--- src/rtl/ext_irq_pkg.sv ---
package ext_irq_pkg;
  typedef enum logic {
    TRIG_LEVEL = 1'b0,
    TRIG_EDGE  = 1'b1
  } trig_e;

  localparam int unsigned SYNC_STAGES_DEF = 2;
endpackage

--- src/rtl/ext_irq_sync.sv ---
module ext_irq_sync #(
  parameter int unsigned STAGES = 2
) (
  input  logic clk_i,
  input  logic rst_ni,
  input  logic d_i,
  output logic q_o
);
  logic [STAGES-1:0] chain_q;

  // resets to 1: pins idle high
  always_ff @(posedge clk_i or negedge rst_ni) begin
    if (!rst_ni) chain_q <= '1;
    else         chain_q <= {chain_q[STAGES-2:0], d_i};
  end

  assign q_o = chain_q[STAGES-1];
endmodule

--- src/rtl/ext_irq_channel.sv ---
module ext_irq_channel
  import ext_irq_pkg::*;
(
  input  logic clk_i,
  input  logic rst_ni,
  input  logic sample_en_i,
  input  logic pin_sync_i,
  input  logic edge_mode_i,
  input  logic ack_i,
  input  logic clr_i,
  output logic req_o,
  output logic flag_o
);
  trig_e mode;
  logic  prev_q;
  logic  flag_q;
  logic  fall_det;

  assign mode     = trig_e'(edge_mode_i);
  assign fall_det = sample_en_i & prev_q & ~pin_sync_i;

  always_ff @(posedge clk_i or negedge rst_ni) begin
    if (!rst_ni)          prev_q <= 1'b1;
    else if (sample_en_i) prev_q <= pin_sync_i;
  end

  // set has priority over clear so no edge is lost
  always_ff @(posedge clk_i or negedge rst_ni) begin
    if (!rst_ni)                 flag_q <= 1'b0;
    else if (mode == TRIG_LEVEL) flag_q <= 1'b0;
    else if (fall_det)           flag_q <= 1'b1;
    else if (ack_i || clr_i)     flag_q <= 1'b0;
  end

  assign req_o  = (mode == TRIG_EDGE) ? flag_q : ~pin_sync_i;
  assign flag_o = flag_q;

  AST_EDGE_SETS: assert property (@(posedge clk_i) disable iff (!rst_ni)
    (edge_mode_i && sample_en_i && prev_q && !pin_sync_i) |=> flag_q);
  AST_NO_SPURIOUS_SET: assert property (@(posedge clk_i) disable iff (!rst_ni)
    (!flag_q && !(sample_en_i && prev_q && !pin_sync_i)) |=> !flag_q);
  AST_CLEAR_DROPS: assert property (@(posedge clk_i) disable iff (!rst_ni)
    ((ack_i || clr_i) && !(sample_en_i && prev_q && !pin_sync_i)) |=> !flag_q);
  AST_STROBE_HOLD: assert property (@(posedge clk_i) disable iff (!rst_ni)
    !sample_en_i |=> $stable(prev_q));
  AST_LEVEL_NO_FLAG: assert property (@(posedge clk_i) disable iff (!rst_ni)
    !edge_mode_i |=> !flag_q);
endmodule

--- src/rtl/ext_irq_wake.sv ---
module ext_irq_wake #(
  parameter int unsigned N_IRQ = 2
) (
  input  logic [N_IRQ-1:0] pin_raw_i,
  input  logic [N_IRQ-1:0] enable_i,
  input  logic [N_IRQ-1:0] flag_i,
  output logic             wake_o
);
  // no clock on this path: must work with clocks gated off
  assign wake_o = |(enable_i & (~pin_raw_i | flag_i));
endmodule

--- src/rtl/ext_irq_detect.sv ---
module ext_irq_detect
  import ext_irq_pkg::*;
#(
  parameter int unsigned N_IRQ       = 2,
  parameter int unsigned SYNC_STAGES = SYNC_STAGES_DEF
) (
  input  logic             clk_i,
  input  logic             rst_ni,
  input  logic             sample_en_i,
  input  logic [N_IRQ-1:0] pin_i,
  input  logic [N_IRQ-1:0] edge_mode_i,
  input  logic [N_IRQ-1:0] enable_i,
  input  logic [N_IRQ-1:0] ack_i,
  input  logic [N_IRQ-1:0] sw_clr_i,
  output logic [N_IRQ-1:0] req_o,
  output logic             wake_o
);
  logic [N_IRQ-1:0] pin_sync;
  logic [N_IRQ-1:0] flag;

  for (genvar g = 0; g < N_IRQ; g++) begin : g_ch
    ext_irq_sync #(.STAGES(SYNC_STAGES)) i_sync (
      .clk_i (clk_i),
      .rst_ni(rst_ni),
      .d_i   (pin_i[g]),
      .q_o   (pin_sync[g])
    );

    ext_irq_channel i_ch (
      .clk_i      (clk_i),
      .rst_ni     (rst_ni),
      .sample_en_i(sample_en_i),
      .pin_sync_i (pin_sync[g]),
      .edge_mode_i(edge_mode_i[g]),
      .ack_i      (ack_i[g]),
      .clr_i      (sw_clr_i[g]),
      .req_o      (req_o[g]),
      .flag_o     (flag[g])
    );
  end

  ext_irq_wake #(.N_IRQ(N_IRQ)) i_wake (
    .pin_raw_i(pin_i),
    .enable_i (enable_i),
    .flag_i   (flag),
    .wake_o   (wake_o)
  );

  always_comb begin
    if (rst_ni) begin
      AST_WAKE_ON_LOW: assert (((enable_i & ~pin_i) == '0) || wake_o);
      AST_WAKE_MASKED: assert ((enable_i != '0) || !wake_o);
    end
  end
endmodule

--- config.mk ---
export PLATFORM = sky130hd
export DESIGN_NAME = ext_irq_detect
export DESIGN_NICKNAME = d
export VERILOG_FILES = /design/src/rtl/ext_irq_pkg.sv /design/src/rtl/ext_irq_sync.sv /design/src/rtl/ext_irq_channel.sv /design/src/rtl/ext_irq_wake.sv /design/src/rtl/ext_irq_detect.sv
export SDC_FILE = /design/constraint.sdc
export NUM_CORES = 1
export LEC_CHECK = 0
export CAP_MARGIN = 40
export CORE_AREA = 4 4 41 43
export DETAILED_ROUTE_END_ITERATION = 16
export DIE_AREA = 0 0 45 47
export GPL_TIMING_DRIVEN = 0
export SLEW_MARGIN = 40
export SYNTH_ARGS = -nofsm -noshare
export SYNTH_HDL_FRONTEND = slang
export SYNTH_HIERARCHICAL = 1
export SYNTH_SLANG_ARGS = --single-unit
--- constraint.sdc ---
create_clock -name clk_i -period 1.1 [get_ports clk_i]
set_input_delay 0.22 -clock clk_i [delete_from_list [all_inputs] [get_ports clk_i]]
set_output_delay 0.22 -clock clk_i [all_outputs]
set_load 0.01 [all_outputs]
# After elaboration in Yosys (flattened, before gate mapping)
# Cells that the tools add are included.
# word_totals
out_inout_bits	3
inputBits	13
ff_bits	8
word_cells	28
# op_classes
bitwise_logic	9
muxes	8
n_reduce_logical	3
eq_ne	2
# ops
cell	n
$mux 1	8
$ne 3x1->1 const B	2
$and 1x1->1	4
$and 2x2->2	1
$logic_or 1x1->1	2
$not 1->1	2
$not 2->2	1
$or 2x2->2	1
$reduce_or 2->1	1

# Depth between registers and ports, before layout
# Gate-level depths: netlist of the first run.
# logic_depth
ltp_word	4
ltp_mapped	2

# By module
# The synthesis of the first run kept the hierarchy.
# modules_own_cells
module	area_each_um2	n_inst	cells_each
ext_irq_channel	98.8	2	8
ext_irq_sync	52.6	2	2
ext_irq_wake	21.3	1	3

# Worst setup path after synthesis of the first run
# No wires, ideal clock.
# synth_path
path_type	register to output
startpoint	register g_ch[1].i_ch.flag_q
endpoint	output port wake_o
path_slack_ns	0.133
arrival_ns	0.747
required_time_ns	0.880
stages_incl_launch_ff	3
path_cell_list	dfrtp_1 -> nand2b_1 -> a22o_1
# synth_via
elab_chain_cells	3
# synth_rtl
item	line	text
start, declared	ext_irq_channel.sv:16	logic flag_q;
start signal, assigned	ext_irq_channel.sv:29	if (!rst_ni) flag_q <= 1'b0;
start signal, assigned	ext_irq_channel.sv:30	else if (mode == TRIG_LEVEL) flag_q <= 1'b0;
start signal, assigned	ext_irq_channel.sv:31	else if (fall_det) flag_q <= 1'b1;
$or 2x2->2	ext_irq_wake.sv:10	assign wake_o = |(enable_i & (~pin_raw_i | flag_i));
$and 2x2->2	ext_irq_wake.sv:10	
$reduce_or 2->1	ext_irq_wake.sv:10	
end, declared	ext_irq_detect.sv:16	output logic wake_o
# No other way between the ends.

# Worst setup path in the final report of the first run
# Ends and elaborated chain as after synthesis.

==> impl_metrics.csv, run 1 <==
group,metric,value,unit
pwr,intPower,0.520,mW
clocking,postCtsHoldBufs,0,
floorplan,floorplan.die_area,0.00212,mm^2
final_layout,design.final.nets,59,
setup_path,required,0.88,ns
timing,finalMaxSlewViolations,0,
timing,finalCritPeriodShare,121,%
setup_path,cp_data_arrival_time,1.11,ns
timing,rsz0062_at_grt,"true",
place,portBuffers,15,
floorplan,fp.coreArea,0.00130,mm^2
clocking,clk_latency,0.25,ns
setup_path,cp_slowest_cell,"sky130_fd_sc_hd__dfrtp_1",
setup_path,crit-reg2reg-launch,"g_ch[0].i_sync/chain_q[1]",
pwr,p_clk_share,33.9,%
timing,finalSetupViolCount,3,
synth,syn_nets,36,
grt,globalRouteOverflowTotal,0,
clocking,cts.sinks,8,
route,finalWirelength,808,um
clocking,tritoncts,"built",
timing,worst_clock_skew,0.000135,ns
clocking,h-tree-depth,1,
setup_path,rrSetupSlack,0.21,ns
grt,grt_pass1_vias,296,
grt,pin_count_of_the_biggest_net_entering_global_routing,9,
pwr,power_switching,0.147,mW
final_layout,layout_commonest_cell,"sky130_fd_sc_hd__clkdlybuf4s50_1",
timing,tightest_slew,0.338,ns
route,vias_per_cell,4.54,
pwr,combinationalPowerShare,16.0,%
setup_path,timing.setup.critical_path_class,"reg2out",
hold_path,worstHoldPathType,"in2async",
final_layout,areaGrowthSynthToFinish,64.5,%
synth,syn-cell-area,324,um^2
pwr,power.total,0.668,mW
timing,max_freq,751,MHz
synth,synth-seq-area-share,64.1,%
route,routedWlPerCell,13.7,um
route,drt-initial-drc-count,6,
status,failed_checks,"setup timing",
floorplan,rows,13,
pwr,powerDensity,1250,mW/mm^2
flow_run,maximum_capacitance_violations,0,
route,remaining_drc_errors,0,
final_layout,finish.cell_count_without_fillers,59,
final_layout,layout.cells.most_common_list,"sky130_fd_sc_hd__clkdlybuf4s50_1 (9), sky130_fd_sc_hd__dfstp_2 (6), sky130_fd_sc_hd__nand2_1 (4)",
floorplan,initial_core_util,24.9,%
synth,synth.distinct_cells,9,
route,antenna_left,0,
place,placed_cells_incl_taps,53,
final_layout,antenna-diode-count,0,
clocking,clkSlewWorstSetupHoldPaths,0.06,ns
grt,total_grt_usage,9.58,%
final_layout,drive_above_1_share,40.9,%
route,first_pass_iters,4,
setup_path,biggest_fanout_along_the_worst_timing_path,2,
timing,maxSlewHeadroom,77.4,%
setup_path,endpoint_class_of_the_critical_path,"output port",
route,vias,268,
setup_path,timing.reg2reg.worst_path_depth,3,
pwr,cellLeakagePower,0.240,nW
grt,grt_pass1_wl,1.28,mm
synth,post_synth_inst_count,23,
pwr,pwr-share-seq,50.1,%
status,outcome,"finished, violations left",
timing,layout_min_cycle_time,1.33,ns
timing,final-hold-violation-count,0,
grt,antenna_violations_before_repair,0,
place,finalWeightedCongestion,0.680,
synth,netlist.area_leader.share,48.6,%
synth,synth.largest_area_cell,"sky130_fd_sc_hd__dfstp_2",
setup_path,slowest_delay,0.39,ns
setup_path,worstPathCellList,"nand2b_4 > a22o_1 > buf_6",
synth,ys_warn_count,6,
synth,ys_ff_latch,8,
pwr,irDropWorstVdd,0.000639,V
clocking,number_of_buffers_created_by_cts,3,
timing,post-route-worst-setup-slack,-0.231,ns
clocking,cts_root_buf,"sky130_fd_sc_hd__clkbuf_4",
synth,yosys-top-cells-area,"sky130_fd_sc_hd__dfstp_2 (49%), sky130_fd_sc_hd__dfrtp_1 (15%), sky130_fd_sc_hd__mux2_4 (9.3%)",
floorplan,die_w,45,um
setup_path,worst_r2r_endpoint,"g_ch[0].i_ch/flag_o",
setup_path,critical_path.startpoint_type,"flop",
floorplan,die_height,47,um
synth,synth.avg_cell_area,14.1,um^2
clocking,cts_buffer_depth,2,
pwr,p_sw_share,22.1,%
floorplan,num_io_pins,16,
## power by group through the flow
stage	combinational [mW]	sequential, mW	clock (mW)
global route	0.115	0.336	0.260
finish	0.107	0.335	0.226
CTS	0.103	0.334	0.239
floorplan	0.0319	0.335	0
detailed placement	0.104	0.340	0
global placement	0.101	0.336	0
## Yosys cell counts
library cell and count:
sky130_fd_sc_hd__a22o_1 1, sky130_fd_sc_hd__dfrtp_1 2, sky130_fd_sc_hd__dfstp_2 6, sky130_fd_sc_hd__mux2_4 2, sky130_fd_sc_hd__nand2_1 4, sky130_fd_sc_hd__nand2b_1 2, sky130_fd_sc_hd__nand4b_1 2, sky130_fd_sc_hd__nand4bb_1 2
sky130_fd_sc_hd__o21ai_0 2
## layer usage
layer	routed length (um)	global-route usage, %
met5	0	0
met1	301	7.73
met3	53	4.21
met4	0	10.5
met2	454	16.4
## flip-flops by register name (all words and copies together) (netlist names)
| name | count |
|---|---|
| g_ch.i_sync/chain_q | 4 |
| g_ch.i_ch/flag_o | 2 |
| g_ch.i_ch/prev_q | 2 |
## worst max-delay path by stage
stage                   startpoint  endpoint  slack, ns  cells after the start
2_1_floorplan  g_ch[1].i_ch/flag_o    wake_o       0.13                      2
3_5_place_dp              pin_i[1]    wake_o      -0.59                      4
5_1_grt        g_ch[1].i_ch/flag_o    wake_o      -0.29                      3
6_report       g_ch[1].i_ch/flag_o    wake_o      -0.23                      3
3_3_place_gp              pin_i[1]    wake_o      -0.58                      4
4_1_cts        g_ch[0].i_ch/flag_o    wake_o      -0.23                      3
## cell type report
cell class              instances  area, um^2
fillers                       135         768
flip-flops and latches          8         208
repair buffers                 18         160
multi-input cells              15         124
clock buffers                   3        22.5
well taps                      15        18.8
## cell families (layout without fill, tap and decap cells)
kind of cell | Yosys count | count (layout) | share of synthesized area, %
and+or+nand+nor | 10 | 10 | 20.8
buffers and inverters | 0 | 21 | 0
DFF | 8 | 8 | 64.1
AOI/OAI and AO/OA | 3 | 3 | 5.79
muxes | 2 | 2 | 9.27
## worst max-delay path: cells and delay by family, from the launching register on
kind	cells	cell delay (ns)
buffers and inverters	1	0.12
DFF	1	0.39
and+or+nand+nor	1	0.14
AOI/OAI and AO/OA	1	0.21
## through the flow
stage	util [%]	hold WS, ns	cell area, um^2	setup slack [ns]	setup TNS [ns]
after floorplan	-	-0.0756	324	0.133	0
after global placement	37.9	0.346	493	-0.577	-1.82
after detailed placement	37.9	0.347	493	-0.585	-1.93
after CTS	40.5	0.232	527	-0.232	-0.491
after global routing	41.0	0.237	533	-0.288	-0.621
final	41.0	0.232	533	-0.231	-0.471
## repair_timing
item / 4_1_cts / 5_1_grt
endpoints found under the hold margin: 0 / 0
endpoints found under the setup margin: 3 / 3
resized for setup: 17 / 2
cloned: 0 / 0
pin swaps: 2 / 0
buffers inserted: 3 / 0
Power figures use the tool's default switching activity.
==> run 2, diff against run 1 <==
--- a/config.mk
+++ b/config.mk
@@ -6,11 +6,11 @@
 export NUM_CORES = 1
 export LEC_CHECK = 0
 export CAP_MARGIN = 40
-export CORE_AREA = 4 4 41 43
+export CORE_AREA = 2 2 39 41
 export DETAILED_ROUTE_END_ITERATION = 16
-export DIE_AREA = 0 0 45 47
+export DIE_AREA = 0 0 41 43
 export GPL_TIMING_DRIVEN = 0
-export SLEW_MARGIN = 40
+export SLEW_MARGIN = 20
 export SYNTH_ARGS = -nofsm -noshare
 export SYNTH_HDL_FRONTEND = slang
 export SYNTH_HIERARCHICAL = 1
==> impl_metrics.csv, run 2 (synthesis gave the netlist of run 1 again) <==
group,metric,value,unit
final_layout,drive_above_1_share,41.3,%
timing,finalSetupViolCount,3,
route,antenna_left,0,
floorplan,die_w,41,um
setup_path,worstPathCellList,"nand2b_4 > a22o_1 > buf_2",
setup_path,timing.reg2reg.worst_path_depth,3,
pwr,cellLeakagePower,0.244,nW
grt,grt_pass1_wl,1.15,mm
timing,rsz0062_at_grt,"true",
route,finalWirelength,755,um
timing,finalMaxSlewViolations,0,
final_layout,antenna-diode-count,0,
setup_path,endpoint_class_of_the_critical_path,"output port",
floorplan,num_io_pins,16,
setup_path,slowest_delay,0.37,ns
pwr,power.total,0.674,mW
timing,tightest_slew,0.342,ns
grt,globalRouteOverflowTotal,0,
timing,layout_min_cycle_time,1.33,ns
setup_path,path_depth,3,
final_layout,top_register,"g_ch.i_sync/chain_q",
clocking,cts.sinks,8,
clocking,cts_root_buf,"sky130_fd_sc_hd__clkbuf_4",
clocking,number_of_buffers_created_by_cts,3,
clocking,h-tree-depth,1,
clocking,clk_latency,0.25,ns
grt,pin_count_of_the_biggest_net_entering_global_routing,9,
grt,antenna_violations_before_repair,0,
floorplan,rows,14,
setup_path,worst-path-buf-inv,1,
clocking,tritoncts,"built",
floorplan,initial_core_util,23.4,%
route,routedWlPerCell,12.2,um
setup_path,cp_slowest_cell,"sky130_fd_sc_hd__dfrtp_1",
timing,finalCritPeriodShare,121,%
status,failed_checks,"setup timing",
final_layout,layout_commonest_cell,"sky130_fd_sc_hd__clkdlybuf4s50_1",
grt,total_grt_usage,10.4,%
pwr,irDropWorstVdd,0.000649,V
route,remaining_drc_errors,0,
final_layout,areaGrowthSynthToFinish,66.4,%
floorplan,die_height,43,um
pwr,powerDensity,1250,mW/mm^2
place,portBuffers,15,
timing,worst_clock_skew,0.00395,ns
flow_run,maximum_capacitance_violations,0,
floorplan,fp.coreArea,0.00138,mm^2
setup_path,required,0.88,ns
clocking,clkSlewWorstSetupHoldPaths,0.06,ns
timing,final-hold-violation-count,0,
route,vias_per_cell,4.37,
route,vias,271,
timing,post-route-worst-setup-slack,-0.229,ns
setup_path,cp_data_arrival_time,1.11,ns
clocking,postCtsHoldBufs,0,
hold_path,worstHoldPathType,"in2async",
setup_path,timing.setup.critical_path_class,"reg2out",
timing,maxSlewHeadroom,77.1,%
setup_path,critical_path_s_top_delay_family,"flip-flops",
grt,grt_pass1_vias,307,
timing,fin_worst_hold_slack,0.238,ns
timing,max_freq,752,MHz
floorplan,floorplan.die_area,0.00176,mm^2
route,first_pass_iters,2,
place,finalWeightedCongestion,0.629,
setup_path,biggest_fanout_along_the_worst_timing_path,2,
final_layout,flip_flop_count_of_the_largest_register_all_copies_and_words_added,4,
final_layout,design.final.nets,60,
status,outcome,"finished, violations left",
clocking,cts_buffer_depth,2,
setup_path,critical_path.startpoint_type,"flop",
route,drt-initial-drc-count,5,
final_layout,layout.cells.most_common_list,"sky130_fd_sc_hd__clkdlybuf4s50_1 (9), sky130_fd_sc_hd__dfstp_2 (6), sky130_fd_sc_hd__nand2_1 (4), sky130_fd_sc_hd__buf_4 (4)",
==> run 2: changes by cell type in the layout (fill, tap and decap cells not counted), sizes merged <==
cell,change
buf,+1
clkbuf,+1
==> run 2: worst reg2reg max path: cells and delay by family, from the launching register on <==
family,cells,cell delay (ns)
buf+inv,1,0.11
simple gates,2,0.17
flops,1,0.54
==> run 2: per-layer routing <==
metal	wire length (um)	track usage, %	vias to the layer above
met5	0	0	-
met4	0	8.00	0
met3	93	4.71	0
met2	355	14.1	16
met1	305	12.0	125
li1	-	-	130
==> run 2: final timing paths <==
check / startpoint / endpoint / slack, ns
worst min-delay path: rst_ni / g_ch[1].i_ch/flag_o / 0.24
worst max register to register: g_ch[0].i_sync/chain_q[1] / g_ch[0].i_ch/flag_o / 0.17
worst min register to register: g_ch[0].i_sync/chain_q[0] / g_ch[0].i_sync/chain_q[1] / 0.36
worst max-delay path: g_ch[1].i_ch/flag_o / wake_o / -0.23
min in group clk_i: pin_i[1] / g_ch[1].i_sync/chain_q[0] / 0.27
max in group asynchronous: rst_ni / g_ch[0].i_ch/prev_q / 0.56
==> run 2: timing repair <==
action | in CTS | in global routing
gates cloned | 0 | 0
hold endpoints to repair | 0 | 0
resized for setup | 18 | 0
endpoints found under the setup margin | 3 | 3
pin swaps | 2 | 0
buffers inserted | 3 | 1
==> run 2: power breakdown <==
group	internal, mW	switching (mW)	total (mW)
clock	0.139	0.0964	0.235
combinational	0.0701	0.0359	0.106
sequential	0.324	0.00933	0.333
==> run 2: stage by stage <==
stage | TNS, ns | instance area, um^2 | worst slack [ns] | std cells | utilization, %
2_1_floorplan | 0 | 324 | 0.133 | 23 | -
3_3_place_gp | -1.85 | 494 | -0.609 | 54 | 35.7
3_5_place_dp | -1.92 | 494 | -0.613 | 54 | 35.7
4_1_cts | -0.486 | 532 | -0.247 | 61 | 38.4
5_1_grt | -0.607 | 539 | -0.273 | 62 | 39.0
6_report | -0.451 | 539 | -0.229 | 62 | 39.0
==> run 2: layout make-up <==
cell class,count,area (um^2)
flip-flops and latches,8,208
well taps,16,20.0
multi-input cells,15,124
clock buffers,4,26.3
repair buffers,19,161
fillers,132,845
